### config.mk
export PLATFORM = sky130hd
export DESIGN_NAME = seg_rights_unit
export DESIGN_NICKNAME = d
export VERILOG_FILES = /design/src/rtl/seg_rights_unit.sv
export SDC_FILE = /design/constraint.sdc
export NUM_CORES = 1
export LEC_CHECK = 0
export BUFFER_PORTS_ARGS = -buffer_cell sky130_fd_sc_hd__buf_2
export CAP_MARGIN = 5
export CORE_MARGIN = 1.5
export CORE_UTILIZATION = 43
export CTS_CLUSTER_DIAMETER = 30
export DETAILED_ROUTE_END_ITERATION = 7
export HOLD_SLACK_MARGIN = 0.08
export PLACE_DENSITY = 0.78
export SLEW_MARGIN = 15
export SYNTH_ARGS = -nofsm -noshare
export SYNTH_HDL_FRONTEND = slang
export SYNTH_SLANG_ARGS = --single-unit
### constraint.sdc
create_clock -name clk -period 3.5 [get_ports clk]
set_input_delay 0.35 -clock clk [delete_from_list [all_inputs] [get_ports clk]]
set_output_delay 0.35 -clock clk [all_outputs]
set_load 0.05 [all_outputs]
### src/rtl/seg_rights_unit.sv
module seg_rights_unit #(
  parameter int AW = 32
) (
  input  logic          clk,
  input  logic          rst_n,
  input  logic          start,
  input  logic [15:0]   sel,
  input  logic [1:0]    cpl,
  input  logic          wide,
  input  logic [AW-1:0] gdt_base,
  input  logic [AW-1:0] gdt_limit,
  input  logic [AW-1:0] ldt_base,
  input  logic [AW-1:0] ldt_limit,
  output logic          mem_req,
  output logic [AW-1:0] mem_addr,
  input  logic          mem_ready,
  input  logic [31:0]   mem_rdata,
  output logic          busy,
  output logic          done,
  output logic          zf,
  output logic [31:0]   result,
  output logic          wr_en
);
  localparam logic [15:0] SYS_OK = 16'hDAFE;
  localparam logic [31:0] MASK_W = 32'h00F0FF00;
  localparam logic [31:0] MASK_N = 32'h0000FF00;

  typedef enum logic [2:0] {S_IDLE, S_RLO, S_RHI, S_CHK, S_DONE} st_t;

  st_t           st;
  logic [15:0]   sel_q;
  logic [1:0]    cpl_q;
  logic          wide_q;
  logic          bad_q;
  logic [AW-1:0] ptr_q;
  logic [31:0]   hi_q;
  logic          zf_q;
  logic [31:0]   res_q;

  logic          ti;
  logic [AW-1:0] off;
  logic [AW:0]   last_byte;
  logic [AW:0]   lim_ext;
  logic          pre_bad;
  assign ti        = sel[2];
  assign off       = {{(AW-16){1'b0}}, sel[15:3], 3'b000};
  assign last_byte = {1'b0, off} + (AW+1)'(7);
  assign lim_ext   = {1'b0, ti ? ldt_limit : gdt_limit};
  assign pre_bad   = (!ti && sel[15:3] == 13'd0) || (last_byte > lim_ext);

  logic [3:0] dtype;
  logic       s_flag;
  logic [1:0] dpl;
  logic [1:0] eff_pl;
  logic       type_ok, priv_ok, pass;
  assign dtype   = hi_q[11:8];
  assign s_flag  = hi_q[12];
  assign dpl     = hi_q[14:13];
  assign eff_pl  = (cpl_q > sel_q[1:0]) ? cpl_q : sel_q[1:0];
  assign type_ok = s_flag || SYS_OK[dtype];
  assign priv_ok = (s_flag && dtype[3] && dtype[2]) || (eff_pl <= dpl);
  assign pass    = !bad_q && type_ok && priv_ok;

  always_ff @(posedge clk) begin
    if (!rst_n) begin
      st     <= S_IDLE;
      sel_q  <= '0;
      cpl_q  <= '0;
      wide_q <= 1'b0;
      bad_q  <= 1'b0;
      ptr_q  <= '0;
      hi_q   <= '0;
      zf_q   <= 1'b0;
      res_q  <= '0;
    end else begin
      case (st)
        S_IDLE: if (start) begin
          sel_q  <= sel;
          cpl_q  <= cpl;
          wide_q <= wide;
          bad_q  <= pre_bad;
          ptr_q  <= (ti ? ldt_base : gdt_base) + off;
          st     <= pre_bad ? S_CHK : S_RLO;
        end
        S_RLO: if (mem_ready) st <= S_RHI;
        S_RHI: if (mem_ready) begin
          hi_q <= mem_rdata;
          st   <= S_CHK;
        end
        S_CHK: begin
          zf_q  <= pass;
          res_q <= pass ? (hi_q & (wide_q ? MASK_W : MASK_N)) : 32'd0;
          st    <= S_DONE;
        end
        default: st <= S_IDLE;
      endcase
    end
  end

  assign mem_req  = (st == S_RLO) || (st == S_RHI);
  assign mem_addr = (st == S_RHI) ? ptr_q + AW'(4) : ptr_q;
  assign busy     = (st != S_IDLE);
  assign done     = (st == S_DONE);
  assign zf       = zf_q;
  assign result   = res_q;
  assign wr_en    = done && zf_q;


  done_pulse_chk: assert property (@(posedge clk) disable iff (!rst_n)
    done |=> !done);

  req_hold_chk: assert property (@(posedge clk) disable iff (!rst_n)
    (mem_req && !mem_ready) |=> (mem_req && $stable(mem_addr)));

  fail_zero_chk: assert property (@(posedge clk) disable iff (!rst_n)
    (done && !zf) |-> (result == 32'd0 && !wr_en));

  mask_chk: assert property (@(posedge clk) disable iff (!rst_n)
    done |-> ((result & ~MASK_W) == 32'd0));

  narrow_chk: assert property (@(posedge clk) disable iff (!rst_n)
    (done && !wide_q) |-> (result[31:16] == 16'd0));

  null_sel_chk: assert property (@(posedge clk) disable iff (!rst_n)
    (start && !busy && !sel[2] && sel[15:3] == 13'd0) |=> !mem_req);

  keep_busy_chk: assert property (@(posedge clk) disable iff (!rst_n)
    (busy && !done && start) |=> busy);
endmodule

# Word level (Yosys, flattened, before mapping)
# Memories as Yosys holds them, arrays and structs flattened. A register that Yosys moved wholly into a read port is not among the register bits.
# Index checks and enable logic that the tools add are counted.
dict set report word_totals {
  regBits 106
  mem_bits_ro 16
  in_bits 183
  out_inout_bits 69
  elab_cells 57
  mem_count 1
}
# name words width read_ports rd_clocked_by_memory_dff write_ports line
set memory_table {}
lappend memory_table {{(name not given)} 16 1 1 1 0 60} ;# assign type_ok = s_flag || SYS_OK[dtype];
dict set report op_classes {
  add_sub_neg 3
  order_cmp 4
  eq_ne 7
  mux 14
  bitwise_logic 1
  n_reduce_logical 18
}
# op count
set ops {}
lappend ops {{$mux 32} 4}
lappend ops {{$add 32x16->32} 1}
lappend ops {{$add 32x3->32 const B} 1}
lappend ops {{$and 32x24->32} 1}
lappend ops {{$gt 17x32->1} 1}
lappend ops {{$mux 24} 1}
lappend ops {{$add 16x3->17 const B} 1}
lappend ops {{$logic_not 13->1} 1}
lappend ops {{$pmux 3 s4} 1}
lappend ops {{$mux 3} 3}
lappend ops {{$mux 4} 2}
lappend ops {{$eq 3x2->1 const B} 2}
lappend ops {{$logic_and 1x1->1} 6}
lappend ops {{$ne 2x2->1 const B} 3}
lappend ops {{$lt 4x5->1 const B} 1}
lappend ops {{$logic_or 1x1->1} 4}
lappend ops {{$mux 2} 2}
lappend ops {{$reduce_and 2->1} 2}
lappend ops {{$eq 3x1->1 const B} 1}
lappend ops {{$eq 3x3->1 const B} 1}
lappend ops {{$logic_not 3->1} 1}
lappend ops {{$reduce_and 3->1} 1}
lappend ops {{$reduce_bool 3->1} 1}
lappend ops {{$gt 2x2->1} 1}
lappend ops {{3 further kinds} 4}

# Logic depth before layout (Yosys ltp)
# Gate-level depths: netlist (run 1).
dict set report logic_depth {
  ltp_word 6
  mapped_depth 15
  ltp_nobuf 12
}

# Worst setup path before layout (run 1)
# OpenSTA, ideal clock, no wires.
dict set report synth_timing {
  path_kind {input-to-reg}
  from {input sel[2]}
  to {register ptr_q[30]}
  setup_time_ps 122
  t_arrival_ps 3398
  required_ps 3378
  slack_ps -20
  stages 15
  path_buffers 7
  path_cell_list {buf_6 > buf_4 > buf_2 > buf_2 > buf_2 > mux2_2 > ha_1 > clkbuf_1 > a21oi_1 > o21ai_0 > a221oi_1 > and2_1 > buf_2 > nor3b_1 > a311o_1}
}
dict set report synth_via {
  elab_chain_len 2
}
# element line
set synth_lines {}
lappend synth_lines {{start: declaration} 7} ;# input logic [15:0] sel,
lappend synth_lines {{$mux 32} 82} ;# ptr_q <= (ti ? ldt_base : gdt_base) + off;
lappend synth_lines {{$add 32x16->32} 82}
lappend synth_lines {{end signal: assignment} 82}
lappend synth_lines {{end: declaration} 35} ;# logic [AW-1:0] ptr_q;
# Every way passes these cells.
# A chain may end at the register's enable or synchronous reset.

# Worst setup path after layout (run 1)
# Same ends and word-level chain as after synthesis.

==> results of run 1 <==
[final cells by class]
type	count	area (µm²)	area share (%)
inverter	18	67.6	0.992
clock inverter	7	82.6	1.21
clock buffer	9	225	3.31
timing repair buffer	229	1190	17.5
sequential	67	1340	19.7
multi-input combinational	550	3690	54.2
tap	168	210	3.09
[per-layer routing]
layer  vias up  global-route usage, %  wire length, µm
met2       217                   42.2             7780
met5         -                      0                0
met1      2562                   27.9             6620
met4         0                   5.75              174
met3        14                   3.71              808
li1       2853                      -                -
[stage by stage]
stage / std cells / total power [µW] / utilization (%)
finish: 1048 / 2660 / 56.5
global route: 1048 / 2790 / 56.5
CTS: 1048 / 2670 / 56.5
detailed placement: 1032 / 1730 / 53.9
global placement: 1032 / 1720 / 53.9
floorplan: 696 / 1500 / -
[Yosys cell counts (all sizes together) (5+ instances only)]
master,n
nand2,81
dfxtp,67
nor2,47
a21oi,42
nand3,39
buf,35
ha,32
mux2i,30
clkbuf,26
xnor2,26
mux2,19
nand4,19
o21ai,19
inv,18
a21o,14
nor4,13
o211ai,10
or3,10
a22oi,9
nor2b,9
xor2,9
a211oi,8
o311ai,7
a31oi,6
a32oi,6
and3,6
and4,6
nand3b,6
nor3,6
nand2b,5
[worst max-delay path: stages]
cell,delay [ns]
buf_2,0.34
buf_4,0.25
mux2_2,0.35
ha_1,0.35
nand2_1,0.14
o21ai_0,0.12
a221oi_1,0.48
and2_1,0.49
nor3b_1,0.09
a311o_1,0.27
[registers in the layout, indices dropped and copies added (netlist names), named ones only]
signal / flops
zf: 1
cpl_q: 2
wide_q: 1
result: 12
sel_q: 2
ptr_q: 32
hi_q: 12
bad_q: 1
st: 3
[how the worst max path moves through the flow]
stage | slack, ns | startpoint | to
finish | 0.47 | sel[2] | ptr_q[30]
global route | 0.29 | st[0] | mem_addr[25]
CTS | 0.43 | st[0] | mem_addr[25]
detailed placement | 0.17 | sel[2] | ptr_q[30]
global placement | 0.22 | sel[2] | ptr_q[30]
floorplan | 0.04 | sel[2] | ptr_q[30]
[where the power goes]
group | internal (µW) | switching (µW)
Combinational | 305 | 545
Sequential | 815 | 56.3
Clock | 564 | 371
Total | 1680 | 972
[kinds of logic after synthesis]
group                    synth area share [%]
adder cells (fa/ha/maj)                  7.85
other                                  0.0700
flip-flops                               25.0
multiplexers                             9.60
buffers and inverters                    7.52
XOR/XNOR                                 5.72
AND/OR/NAND/NOR                          25.1
AO/OA/AOI/OAI                            19.1
[cells in the final DEF, fill, tap and decap left out, types with 8 or more instances in the layout]
cell type  instances
mux2_2            19
o211ai_1          10
nand4_1           19
a21oi_1           42
mux2i_1           30
buf_2            211
ha_1              32
buf_4             18
xor2_1             9
nand3_1           39
inv_1             17
nand2_1           81
or3_1              9
nor2b_1            9
nor2_1            47
conb_1            20
clkbuf_16          9
a21o_1            14
nor4_1            13
a211oi_1           8
a22oi_1            8
dfxtp_1           67
xnor2_1           26
o21ai_0           19
==> run metrics, run 1 <==
pin count of the biggest net entering global routing 55; Layout Nets 1091; Final Cell Area 6810 µm²; worst r2r src cpl_q[0]; Final Critical Period 3.03 ns; Worst VDD drop 0.000271 V; min-delay src sel[1]; Sink Count 67; io pins 252; routed via count 5646; worst min path class input port to flop; GP Congestion 0.877; EDFF count, synth 0; antenna-violating nets left 0; first-pass GRT wire length 24.3 mm; Cells after Synth 677; Area contributors post-synth dfxtp_1 (25%), ha_1 (7.5%), nand2_1 (5.7%); final hold violation count 0; area grow syn2layout 27.1%; Worst Setup End Kind flop; final WL 15.4 mm; Setup Fix Bufs, Post-CTS 0; fin. max-slew vios 0; Clock transition at path regs 0.07 ns; Post-Place Setup Slack 0.168 ns; residual DRC count 0; clk buf depth 2; flops & latches, synth 67; crit path launch type input port; WP data arrival 3.25 ns; post-synthesis sequential area ratio 25.0%; area leader, netlist dfxtp_1; post-synth top area share 25.0%; Synth Cell Area 5360 µm²; Starting Density 44.4%; Top FF cell, synth dfxtp_1; WP data required 3.72 ns; Fmax 330 MHz; Max-slew headroom 37.9%; Hold Slack 0.259 ns; power density cells 390 nW/µm²; DR WL/cell 14.7 µm; Pleak 0.00310 µW; Post-DP Area 6500 µm²; Slew @ Worst Pin 0.929 ns; cell row count 40; CTS tree yes; critical path fanouts, max 17; cell depth of the worst flop-to-flop path 13; Layout fillers 1169; Avg Cell Area, Syn 7.91 µm²; Crit Path Class input port to flop; Hold Path End sel_q[1]; vias in the first global route 5177; DIE AREA 13100 µm²; Global Route Usage Sum 23.0%; vias per inst 5.39; number of max-cap violations 0; initial DRC count 300; skew final 0.00965 ns; Detailed Place HPWL 12.0 mm; initial antenna violation count 0; Root Buffer clkbuf_16; Hold Buf Count CTS 0; setup violators final 0; ratio of cells with drive above 1 in the final layout 30.9%; worst r2r dst result[23]; R2R setup slack 0.91 ns; hold depth 3; async set-reset flop share out of synthesis 0%; status completed; synth warn 0; Die Span Y 115 µm; die width 115 µm; H-tree Lvls 3; Final Cycle Share 86.6%; Num CTS Buffers 9; Worst-Skew Late Latency 0.33 ns; Overflow after GRT 0; RSZ-0062 raised after global routing no; Resize count post-CTS 0; Core ar. 12100 µm²; Yosys cell types 67; post-route setup slack 0.469 ns; setup TNS 0 ns; Pre-antenna DRT Iters 5; Inserted Diodes 0; IO buf count 211
Note: power is estimated with default switching activity, not from simulation.
==> run 2, diff against run 1 <==
CORE_UTILIZATION = 40   (was 43)
PLACE_DENSITY = 0.75   (was 0.78)
==> run 2 against run 1 <==
- fmax down 0.82%
- clock power down 2%
- via count down 1.2%
- non-clock buffer count up 1
- routed wire length up 2.0%
- final cell count up 0.86%
- first-iteration DRC count up 47%
- die area up 7.3%
- sequential cell count unchanged
- register-to-register slack better by 0.26 ns
- critical path depth down 3
- critical endpoint is now mem_addr[31]
- largest cell class unchanged
- highest routed layer unchanged
==> run metrics, run 2 (synthesis results as in run 1) <==
hold depth 3; cell internal pwr 1700 µW; vias per inst 5.28; Most flops, register ptr_q; residual DRC count 0; Worst VDD drop 0.000167 V; ratio of cells with drive above 1 in the final layout 30.9%; WP data arrival 2.71 ns; most frequent cells in the layout buf_2 (211), nand2_1 (81), dfxtp_1 (67); Worst-Skew Late Latency 0.33 ns; first-pass GRT wire length 24.7 mm; min-delay src sel[1]; final hold violation count 0; Detailed Place HPWL 12.5 mm; sw power 949 µW; H-tree Lvls 3; Die Span Y 119 µm; sw frac 35.9%; Global Route Usage Sum 21.7%; R2R setup slack 1.17 ns; setup violators final 0; register share of total power 33.1%; Pre-antenna DRT Iters 5; number of max-cap violations 0; initial antenna violation count 0; power density cells 388 nW/µm²; GP Congestion 0.868; DR WL/cell 14.8 µm; antenna-violating nets left 0; Final Critical Period 3.06 ns; IO buf count 211; initial DRC count 442; Hold Slack 0.252 ns; routed via count 5578; Layout Nets 1092; io pins 252; cell depth of the worst flop-to-flop path 13; Clock transition at path regs 0.06 ns; Cell Count Post-Placement 1041; Sink Count 67; CTS tree yes; Final Util 52.0%; Max-slew headroom 57.8%; DIE AREA 14100 µm²; worst r2r src cpl_q[0]; pin count of the biggest net entering global routing 44; area grow syn2layout 27.4%; Crit Path Class flop to primary output; critical path fanouts, max 13; power share of the combinational group 32.2%; Worst Setup End Kind primary output; Overflow after GRT 0; setup TNS 0 ns; Power, Total 2640 µW; Clock Power Share 34.7%; crit path launch type flop; WP data required 3.15 ns; final WL 15.7 mm; Setup Fix Bufs, Post-CTS 0; fin. max-slew vios 0; worst r2r dst result[20]; Starting Density 40.8%; vias in the first global route 5108; clk buf depth 2; fin cells 1057; Layout fillers 1293; most common cell after layout, fill and taps aside buf_2; worst min path class input port to flop; cell row count 42; Hold Buf Count CTS 0; Hold Path End sel_q[1]; Fmax 327 MHz; Inserted Diodes 0; skew final 0.00518 ns; Slew @ Worst Pin 0.630 ns; Final Cycle Share 87.3%; Core ar. 13100 µm²; Resize count post-CTS 0; Num CTS Buffers 9; status completed; die width 119 µm; max reg flops 32; Pleak 0.00310 µW; Root Buffer clkbuf_16; RSZ-0062 raised after global routing no
## run 2: area by class of cell
type	count	area, µm²	area share [%]
Tap cell	176	220	3.23
Clock inverter	5	61.3	0.898
Multi-Input combinational cell	550	3690	54.1
Clock buffer	11	243	3.56
Sequential cell	67	1340	19.7
Inverter	18	67.6	0.990
Timing Repair Buffer	230	1200	17.6
## run 2: layer usage
metal  share of wire (%)  global-route usage (%)
met4                0.54                    4.29
met3                 5.4                    3.28
met5                   0                       0
met2                  51                    39.8
met1                  44                    26.8
## run 2: stage by stage
step | worst slack, ns | area [µm²]
final | 0.444 | 6830
after global routing | 0.251 | 6830
after CTS | 0.384 | 6830
after detailed placement | 0.247 | 6520
after global placement | 0.295 | 6520
after floorplan | 0.0381 | 5430
## run 2: worst max path at each step
stage                      start           end  slack [ns]  cells past startpoint
final                      st[0]  mem_addr[31]        0.44                      7
after global routing       st[0]  mem_addr[31]        0.25                      7
after CTS                  st[0]  mem_addr[25]        0.38                      7
after detailed placement  sel[2]     ptr_q[30]        0.25                     10
after global placement    sel[2]     ptr_q[30]        0.29                     10
after floorplan           sel[2]     ptr_q[30]        0.04                     15
## run 2: power groups by stage
stage                     Clock, µW  Combinational (µW)  Sequential [µW]
after floorplan                   0                 628              870
after global placement            0                 839              887
after detailed placement          0                 848              889
after CTS                       931                 852              873
after global routing            964                 929              881
final                           919                 852              874
## run 2: worst max-delay path, stage by stage, from the launching register on
cell and delay (ns):
dfxtp_1 0.45, nor3b_2 0.52, and3_1 0.28, nor2b_1 0.27
buf_4 0.22, nand4_1 0.12, xnor2_1 0.22, buf_2 0.30
==> run 3, diff against run 2 <==
ABC_AREA = 1   (was default)
PLACE_DENSITY = 0.73   (was 0.75)
==> run 3 against run 2 <==
- critical path depth up 3
- non-clock buffer count down 11
- sequential power up 18%
- highest routed layer unchanged
==> run metrics, run 3 <==
final WL 17.0 mm; ratio of cells with drive above 1 in the final layout 23.5%; Die Span Y 125 µm; H-tree Lvls 3; Layout Nets 1397; flops & latches, synth 67; area leader, netlist dfxtp_1; Pre-antenna DRT Iters 5; buffers plus inverters on the worst setup path 1; Setup Fix Bufs, Post-CTS 0; critical path cell sequence ha_1, nand3_1, nor2_4, nand2_2, nor2_4, nand2_1, nor2_2, nand3_1, xnor2_1, buf_2; Commonest cells post-synth nand2_1 (292), inv_1 (141), nor2_1 (77); Area contributors post-synth dfxtp_1 (22%), nand2_1 (18%), inv_1 (8.8%); setup TNS 0 ns; Synth Cell Area 5990 µm²; io pins 252; met2 wire len 8.22 mm; antenna-violating nets left 0; Fmax 382 MHz; post-synthesis sequential area ratio 22.4%; Most flops, register ptr_q; fin. max-slew vios 0; Global Route Usage Sum 21.7%; Final Util 50.9%; Final Cycle Share 74.9%; Max-slew headroom 30.7%; Worst VDD drop 0.000217 V; die width 125 µm; critical path fanouts, max 7; number of max-cap violations 0; DIE AREA 15700 µm²; DR WL/cell 12.4 µm; async set-reset flop share out of synthesis 0%; crit path launch type flop; initial antenna violation count 0; residual DRC count 0; Avg Cell Area, Syn 6.10 µm²; worst min path class input port to flop; cell row count 44; final hold violation count 0; Sink Count 67; Detailed Place HPWL 14.0 mm; Cells after Synth 981; Hold Slack 0.253 ns; Resize count post-CTS 0; delay-heaviest family, CP simple AND/OR/NAND/NOR gates; Slew @ Worst Pin 1.04 ns; RSZ-0062 raised after global routing no; met3 WL post-DR 922 µm; routed via count 6567; IO buf count 211; Yosys cell types 36; Clock transition at path regs 0.06 ns; slowest stage delay, CP 0.39 ns; top sig layer met4; WP data required 3.15 ns; most common cell after layout, fill and taps aside nand2_1; pin count of the biggest net entering global routing 43; area grow syn2layout 24.0%; Pleak 0.00416 µW; Starting Density 41.0%; post-synth top area share 22.4%; CTS tree yes; Top FF cell, synth dfxtp_1; Crit Path Class flop to primary output; Num CTS Buffers 9; Inserted Diodes 0; most frequent cells in the layout nand2_1 (292), buf_2 (211), inv_1 (141); Root Buffer clkbuf_16; Met1 Routed Length 7.61 mm; power density cells 487 nW/µm²; max reg flops 32; Hold Buf Count CTS 0; skew final 0.00785 ns; Worst-Skew Late Latency 0.33 ns; EDFF count, synth 0; slowest CP cell dfxtp_1; count leader, synth nand2_1; vias in the first global route 6106; status completed; WP data arrival 2.27 ns; first-pass GRT wire length 28.2 mm; synth warn 0; vias per inst 4.79; initial DRC count 274; setup violators final 0; GP Congestion 0.932; Layout fillers 1570; Core ar. 14600 µm²; Final Critical Period 2.62 ns; Worst Setup End Kind primary output; Overflow after GRT 0; clk buf depth 2
[run 3: cell count changes after synthesis, sizes merged, moves of 15 or more]
| cell | delta |
|---|---|
| nand2 | +227 |
| inv | +123 |
| nor2 | +44 |
| nand3 | +28 |
| xor2 | +28 |
| o21ai | +26 |
| xnor2 | -24 |
| mux2 | -19 |
| mux2i | -18 |
| a21oi | +15 |
[run 3: per-layer routing]
| layer | GRT usage [%] | vias up |
|---|---|---|
| met4 | 4.55 | 0 |
| met2 | 39.3 | 207 |
| met5 | 0 | - |
| met3 | 2.87 | 15 |
| met1 | 27.4 | 2877 |
| li1 | - | 3468 |
[run 3: area by class of cell]
type,instances,area (µm²),share of cell area [%]
Timing Repair Buffer,219,1120,15.0
Multi-Input combinational cell,741,3880,52.3
Tap cell,184,230,3.10
Inverter,143,538,7.25
Clock inverter,5,65.1,0.876
Sequential cell,67,1340,18.1
Clock buffer,11,253,3.40
[run 3: cell families (layout without fill, tap and decap cells)]
kind of cell             Yosys count  count (layout)  share of synthesized area (%)
XOR/XNOR                          39              39                           5.71
AND/OR/NAND/NOR                  519             519                           38.5
AO/OA/AOI/OAI                    118             118                           10.4
other                              1              20                         0.0626
buffers and inverters            192             378                           13.9
flip-flops                        67              67                           22.4
adder cells (fa/ha/maj)           33              33                           7.02
multiplexers                      12              12                           2.01
[run 3: report_power, final]
| part | internal, µW | leakage [µW] | total, µW | switching (µW) |
|---|---|---|---|---|
| sequential | 911 | 0.000549 | 1030 | 123 |
| clock | 600 | 0.000158 | 942 | 342 |
| combinational | 479 | 0.00345 | 1640 | 1160 |
[run 3: final timing paths]
kind,slack (ns),from,end,cells after the start
worst min-delay path,0.25,mem_rdata[20],hi_q[20],3
worst max-delay path,0.88,ptr_q[2],mem_addr[28],10
worst max register to register,1.40,cpl_q[1],result[20],13
worst min register to register,0.46,hi_q[15],result[15],2
[run 3: per-stage QoR]
stage / total power, µW / std cells / worst slack (ns) / area, µm²
4_1_cts: 3640 / 1370 / 0.838 / 7430
6_report: 3620 / 1370 / 0.880 / 7430
5_1_grt: 3870 / 1370 / 0.687 / 7430
3_5_place_dp: 2690 / 1354 / 0.774 / 7110
3_3_place_gp: 2660 / 1354 / 0.779 / 7110
2_1_floorplan: 2270 / 1000 / 0.742 / 6060
[run 3: tightest hold or removal path: cells and delay by family]
family	cells	cell delay [ns]
buffers and inverters	1	0.07
AND/OR/NAND/NOR	2	0.12
